### config.mk
export PLATFORM = sky130hd
export DESIGN_NAME = idx_agu
export DESIGN_NICKNAME = d
export VERILOG_FILES = /design/src/rtl/idx_agu_pkg.sv /design/src/rtl/idx_decode.sv /design/src/rtl/idx_base_mux.sv /design/src/rtl/idx_ea_calc.sv /design/src/rtl/idx_agu.sv
export SDC_FILE = /design/constraint.sdc
export NUM_CORES = 1
export LEC_CHECK = 0
export ABC_AREA = 1
export BUFFER_PORTS_ARGS = -buffer_cell sky130_fd_sc_hd__buf_2
export CAP_MARGIN = 20
export CORE_ASPECT_RATIO = 0.6
export CORE_MARGIN = 2
export CORE_UTILIZATION = 33
export CTS_BUF_LIST = sky130_fd_sc_hd__clkbuf_8 sky130_fd_sc_hd__clkbuf_16
export DETAILED_ROUTE_END_ITERATION = 10
export PLACE_DENSITY = 0.55
export SLEW_MARGIN = 20
export SYNTH_ARGS = -nofsm -noshare
export SYNTH_HDL_FRONTEND = slang
export SYNTH_HIERARCHICAL = 1
export SYNTH_SLANG_ARGS = --single-unit
### constraint.sdc
create_clock -name clk -period 7.4 [get_ports clk]
set_clock_uncertainty 0.05 [all_clocks]
set_input_delay 1.11 -clock clk [delete_from_list [all_inputs] [get_ports clk]]
set_output_delay 1.11 -clock clk [all_outputs]
set_load 0.05 [all_outputs]
### src/rtl/idx_agu_pkg.sv
package idx_agu_pkg;

    localparam int AW = 16;           // address and pointer width
    localparam int BW = 8;            // byte width
    localparam int SHORT_W = 5;       // in-selector constant width
    localparam int STEP_W = 4;        // auto-update step field width

    typedef enum logic [2:0] {
        FAM_SHORT,
        FAM_AUTO,
        FAM_CONST,
        FAM_ACC,
        FAM_IND16,
        FAM_INDD
    } fam_e;

    typedef enum logic [2:0] {
        ST_IDLE,
        ST_EXT,
        ST_ADDR,
        ST_RDH,
        ST_RDL,
        ST_DONE
    } st_e;

    typedef struct packed {
        fam_e          fam;
        logic [1:0]    base_sel;
        logic [AW-1:0] imm;       // short offset or auto step
        logic          post;
        logic [1:0]    n_ext;     // extension bytes to fetch
        logic          neg8;      // sign of a one-byte offset
        logic [1:0]    acc_sel;
        logic          gated;     // rejected in restricted mode
    } idx_dec_t;

    function automatic idx_dec_t decode_sel(input logic [BW-1:0] pb);
        idx_dec_t d;
        d = '0;
        if (!pb[5]) begin
            d.fam      = FAM_SHORT;
            d.base_sel = pb[7:6];
            d.imm      = {{(AW-SHORT_W){pb[4]}}, pb[SHORT_W-1:0]};
        end else if (pb[7:6] != 2'b11) begin
            d.fam      = FAM_AUTO;
            d.base_sel = pb[7:6];
            d.post     = pb[4];
            d.imm      = pb[3] ? {{(AW-STEP_W){1'b1}}, pb[STEP_W-1:0]}
                               : {{(AW-STEP_W){1'b0}}, pb[STEP_W-1:0]} + AW'(1);
        end else begin
            d.base_sel = pb[4:3];
            d.acc_sel  = pb[1:0];
            if (pb[2:0] == 3'b011) begin
                d.fam   = FAM_IND16;
                d.n_ext = 2'd2;
                d.gated = 1'b1;
            end else if (!pb[2]) begin
                d.fam   = FAM_CONST;
                d.n_ext = pb[1] ? 2'd2 : 2'd1;
                d.neg8  = pb[0];
                d.gated = 1'b1;
            end else if (pb[1:0] == 2'b11) begin
                d.fam   = FAM_INDD;
                d.gated = 1'b1;
            end else begin
                d.fam   = FAM_ACC;
            end
        end
        return d;
    endfunction

    function automatic logic costs_extra(input idx_dec_t d);
        return (d.n_ext != 2'd0) || (d.fam == FAM_INDD);
    endfunction

endpackage

### src/rtl/idx_decode.sv
module idx_decode
    import idx_agu_pkg::*;
(
    input  logic [BW-1:0] sel_byte,
    output idx_dec_t      dec
);
    always_comb dec = decode_sel(sel_byte);
endmodule

### src/rtl/idx_base_mux.sv
module idx_base_mux
    import idx_agu_pkg::*;
(
    input  logic [1:0]    base_sel,
    input  logic [1:0]    n_ext,
    input  logic [AW-1:0] reg_x,
    input  logic [AW-1:0] reg_y,
    input  logic [AW-1:0] reg_sp,
    input  logic [AW-1:0] reg_pc,
    output logic [AW-1:0] base
);
    logic [AW-1:0] pc_adj;

    // PC-relative forms see the counter past every extension byte
    assign pc_adj = reg_pc + {{(AW-2){1'b0}}, n_ext};

    always_comb begin
        unique case (base_sel)
            2'd0:    base = reg_x;
            2'd1:    base = reg_y;
            2'd2:    base = reg_sp;
            default: base = pc_adj;
        endcase
    end
endmodule

### src/rtl/idx_ea_calc.sv
module idx_ea_calc
    import idx_agu_pkg::*;
(
    input  idx_dec_t      dec,
    input  logic [AW-1:0] base,
    input  logic [AW-1:0] ext_off,
    input  logic [BW-1:0] acc_a,
    input  logic [BW-1:0] acc_b,
    output logic [AW-1:0] sum,
    output logic [AW-1:0] upd
);
    logic [AW-1:0] acc_off;

    assign upd = base + dec.imm;

    always_comb begin
        unique case (dec.acc_sel)
            2'd0:    acc_off = {{(AW-BW){1'b0}}, acc_a};
            2'd1:    acc_off = {{(AW-BW){1'b0}}, acc_b};
            default: acc_off = {acc_a, acc_b};
        endcase
    end

    always_comb begin
        unique case (dec.fam)
            FAM_SHORT:            sum = upd;
            FAM_AUTO:             sum = dec.post ? base : upd;
            FAM_CONST, FAM_IND16: sum = base + ext_off;
            default:              sum = base + acc_off;
        endcase
    end
endmodule

### src/rtl/idx_agu.sv
module idx_agu
    import idx_agu_pkg::*;
(
    input  logic          clk,
    input  logic          rst,
    input  logic          start,
    input  logic [7:0]    postbyte,
    input  logic          restrict_mode,
    input  logic [15:0]   reg_x,
    input  logic [15:0]   reg_y,
    input  logic [15:0]   reg_sp,
    input  logic [15:0]   reg_pc,
    input  logic [7:0]    acc_a,
    input  logic [7:0]    acc_b,
    output logic          ext_req,
    input  logic          ext_ack,
    input  logic [7:0]    ext_byte,
    output logic          mem_req,
    output logic [15:0]   mem_addr,
    input  logic          mem_ack,
    input  logic [7:0]    mem_rdata,
    output logic          done,
    output logic [15:0]   ea,
    output logic          illegal,
    output logic          extra_cycle,
    output logic          wb_en,
    output logic [1:0]    wb_sel,
    output logic [15:0]   wb_data
);
    st_e           st;
    idx_dec_t      dec_in, dec_q;
    logic [AW-1:0] base_in, base_q, off_q, ptr_q, ea_q, sum, upd;
    logic [BW-1:0] a_q, b_q;
    logic [1:0]    cnt_q;
    logic          ill_q, xtr_q;
    logic          rejected;
    logic          is_ind;

    idx_decode u_dec (
        .sel_byte (postbyte),
        .dec      (dec_in)
    );

    idx_base_mux u_base (
        .base_sel (dec_in.base_sel),
        .n_ext    (dec_in.n_ext),
        .reg_x    (reg_x),
        .reg_y    (reg_y),
        .reg_sp   (reg_sp),
        .reg_pc   (reg_pc),
        .base     (base_in)
    );

    idx_ea_calc u_calc (
        .dec     (dec_q),
        .base    (base_q),
        .ext_off (off_q),
        .acc_a   (a_q),
        .acc_b   (b_q),
        .sum     (sum),
        .upd     (upd)
    );

    assign rejected = restrict_mode && dec_in.gated;
    assign is_ind   = (dec_q.fam == FAM_IND16) || (dec_q.fam == FAM_INDD);

    always_ff @(posedge clk) begin
        if (rst) begin
            st     <= ST_IDLE;
            dec_q  <= '0;
            base_q <= '0;
            off_q  <= '0;
            ptr_q  <= '0;
            ea_q   <= '0;
            a_q    <= '0;
            b_q    <= '0;
            cnt_q  <= '0;
            ill_q  <= 1'b0;
            xtr_q  <= 1'b0;
        end else begin
            unique case (st)
                ST_IDLE: if (start) begin
                    dec_q  <= dec_in;
                    base_q <= base_in;
                    a_q    <= acc_a;
                    b_q    <= acc_b;
                    off_q  <= '0;
                    cnt_q  <= dec_in.n_ext;
                    ill_q  <= rejected;
                    xtr_q  <= costs_extra(dec_in) && !rejected;
                    if (rejected) begin
                        ea_q <= '0;
                        st   <= ST_DONE;
                    end else if (dec_in.n_ext != 2'd0) begin
                        st   <= ST_EXT;
                    end else begin
                        st   <= ST_ADDR;
                    end
                end
                ST_EXT: if (ext_ack) begin
                    cnt_q <= cnt_q - 2'd1;
                    off_q <= (dec_q.n_ext == 2'd1)
                           ? {{(AW-BW){dec_q.neg8}}, ext_byte}
                           : {off_q[AW-BW-1:0], ext_byte};
                    if (cnt_q == 2'd1) st <= ST_ADDR;
                end
                ST_ADDR: begin
                    if (is_ind) begin
                        ptr_q <= sum;
                        st    <= ST_RDH;
                    end else begin
                        ea_q  <= sum;
                        st    <= ST_DONE;
                    end
                end
                ST_RDH: if (mem_ack) begin
                    ea_q[AW-1:BW] <= mem_rdata;
                    st            <= ST_RDL;
                end
                ST_RDL: if (mem_ack) begin
                    ea_q[BW-1:0] <= mem_rdata;
                    st           <= ST_DONE;
                end
                default: st <= ST_IDLE;
            endcase
        end
    end

    assign done        = (st == ST_DONE);
    assign ext_req     = (st == ST_EXT);
    assign mem_req     = (st == ST_RDH) || (st == ST_RDL);
    assign mem_addr    = ptr_q + {{(AW-1){1'b0}}, (st == ST_RDL)};
    assign ea          = ea_q;
    assign illegal     = done && ill_q;
    assign extra_cycle = done && xtr_q;
    assign wb_en       = done && !ill_q && (dec_q.fam == FAM_AUTO);
    assign wb_sel      = dec_q.base_sel;
    assign wb_data     = upd;

endmodule

==> flow_metrics.tcl <==
set metrics [dict create \
    reg2reg_to "ea[7]" \
    yosysWarnings 6 \
    postCtsHoldBufs 0 \
    tns_ns 0 \
    slew_headroom_pct 37.53 \
    worstPathRequired_ns 6.24 \
    wl_per_cell_um 15.56 \
    path_cells "nor2_2 -> nand2_1 -> inv_1 -> ha_1 -> ha_1 -> nand2_1 -> nor2_1 -> nand2_1 -> nor2_1 -> nand3_1 -> xor2_1 -> buf_2" \
    met1_usage_pct 34.59 \
    wl_um 31330 \
    period_minus_slack_ns 4.559 \
    fp-row-count 47 \
    grt_antenna_before_repair 0 \
    core_um2 27460 \
    slowest_stage "nor2_2" \
    post_cts_buffers 0 \
    busiest_layer "met1" \
    synth.avg_cell_area_um2 6.025 \
    drcViolationCount 0 \
    track_usage_pct 21.84 \
    path_class "register to primary output" \
    cp_top_family "simple AND/OR/NAND/NOR gates" \
    drv_cap 0 \
    synthCells 1522 \
    fmax_mhz 219.4 \
    ios 166 \
    whs_endpoint "wb_sel[1]" \
    reg2reg_slack_ns 3.49 \
    cts_root_buffer "clkbuf_16" \
    cts_inserted_buffers 17 \
    portBuffers 165 \
    min_period_over_period_pct 61.61 \
    cts_tree "built" \
    grt_setup_unrepaired "no" \
    peakVddDrop_uv 200.5 \
    insertion_delay_ns 0.43 \
    clockBufferDepth 2 \
    drive_gt1_share_pct 15.85 \
    viasPerCell 5.030 \
    grt_max_degree 70 \
    cts_sinks 114 \
    vias 10130 \
    place.gp.congestion 0.9729 \
    slew_viol_final 0 \
    place_hpwl_um 24460 \
    drtIter0Drc 977 \
    syn_area_um2 9170 \
    critPathBufInv 2 \
    p_leak_nw 5.293 \
    arrival_ns 3.40 \
    htree_levels 4 \
    crit_path_end_kind "primary output" \
    clk_pin_slew_worst_paths_ns 0.06 \
    ant_nets 0 \
    power_density_nw_per_um2 360.4 \
    area_growth_pct 15.38 \
    die_h_um 133.1 \
    holdPathStages 2 \
    outcome "complete, no violations" \
    worst_pin_slew_ns 0.9335 \
    min_path_type "register to register" \
    hold_viol 0 \
    num_antenna_cells 0 \
    synth_nets 1676 \
    grt_pass1_vias 9110 \
    cp_common_cell "nand2_1" \
    final_area_um2 10580 \
    start_util_pct 33.39 \
    cts_resized 0 \
    die_area_um2 29180 \
    nNetsFinal 1791 \
    die_width_um 219.2 \
    grt_pass1_wl_um 49920 \
    min-delay-start "wb_sel[1]" \
    place_area_um2 10060 \
    use_met3_pct 3.950 \
    setup_viol 0 \
    max_stage_delay_ns 0.49 \
    r2r_start "dec_q[27]" \
    finalPower_mw 3.813 \
    first_pass_iters 5 \
    use_met2_pct 30.10 \
    ff2ff_path_depth 15 \
    setup.worst_path.start_class "register" \
    cp_max_fo 13 \
    overflow 0 \
]
==> worst register-to-register path, stage by stage (launching register included) <==
cell     delay [ns]
dfxtp_1        0.36
inv_1          0.06
nand2_2        0.36
nand3_2        0.56
a31oi_1        0.58
ha_1           0.38
a21oi_1        0.28
nand3_1        0.16
o21ai_0        0.40
nand3_1        0.20
nand2_1        0.13
nand2_1        0.06
inv_1          0.05
nand3_1        0.06
nand2_1        0.08
nor2_1         0.04
==> metal layers <==
metal | share of wire [%] | routed length, um | vias to the layer above
li1 | - | - | 5140
met1 | 52 | 16300 | 4648
met2 | 39 | 12340 | 323
met3 | 7.7 | 2417 | 20
met4 | 0.89 | 278 | 0
met5 | 0 | 0 | -
==> cell usage in the layout (no fill, tap or decap), drive strengths merged, types with 21 or more instances in the layout <==
cell type  count
nor2         227
o21ai         58
nand2        469
ha            41
clkbuf        21
nand4         21
dfxtp        114
nand3        164
inv          156
a21oi        118
buf          170
==> metrics by stage <==
| step | util [%] | hold slack, ns | instances | setup WS (ns) |
|---|---|---|---|---|
| detailed placement | 36.63 | 0.4002 | 1985 | 3.371 |
| finish | 38.53 | 0.4066 | 2014 | 2.841 |
| global route | 38.53 | 0.4273 | 2014 | 2.551 |
| floorplan | - | 0.3863 | 1522 | 3.643 |
| global placement | 36.63 | 0.3972 | 1985 | 3.473 |
| CTS | 38.53 | 0.4089 | 2014 | 2.904 |
==> how the worst max path moves through the flow <==
stage | endpoint | start | slack [ns] | cells past startpoint
floorplan | mem_addr[10] | st[2] | 3.64 | 12
global placement | mem_addr[12] | st[1] | 3.47 | 12
detailed placement | mem_addr[12] | st[0] | 3.37 | 12
CTS | mem_addr[12] | st[0] | 2.90 | 12
global route | mem_addr[12] | st[0] | 2.55 | 12
finish | mem_addr[12] | st[0] | 2.84 | 12
==> layout make-up <==
class,instances,area (um2)
Clock buffer,21,480.5
Clock inverter,8,41.29
Fill cell,3073,16880
Inverter,155,586.8
Multi-Input combinational cell,1179,5867
Sequential cell,114,2282
Tap cell,367,459.2
Timing Repair Buffer,170,863.3
==> power breakdown <==
part,switching [mW],internal (mW)
registers,0.165,0.778
logic,1.54,0.586
clock network,0.292,0.450
==> flip-flops by register name, summed over array words and instances, names as in the netlist <==
signal	cells
ptr_q	16
ill_q	1
a_q	8
off_q	16
cnt_q	2
wb_sel	2
b_q	8
st	3
base_q	16
dec_q	25
ea	16
xtr_q	1
Power figures use the tool's default switching activity.
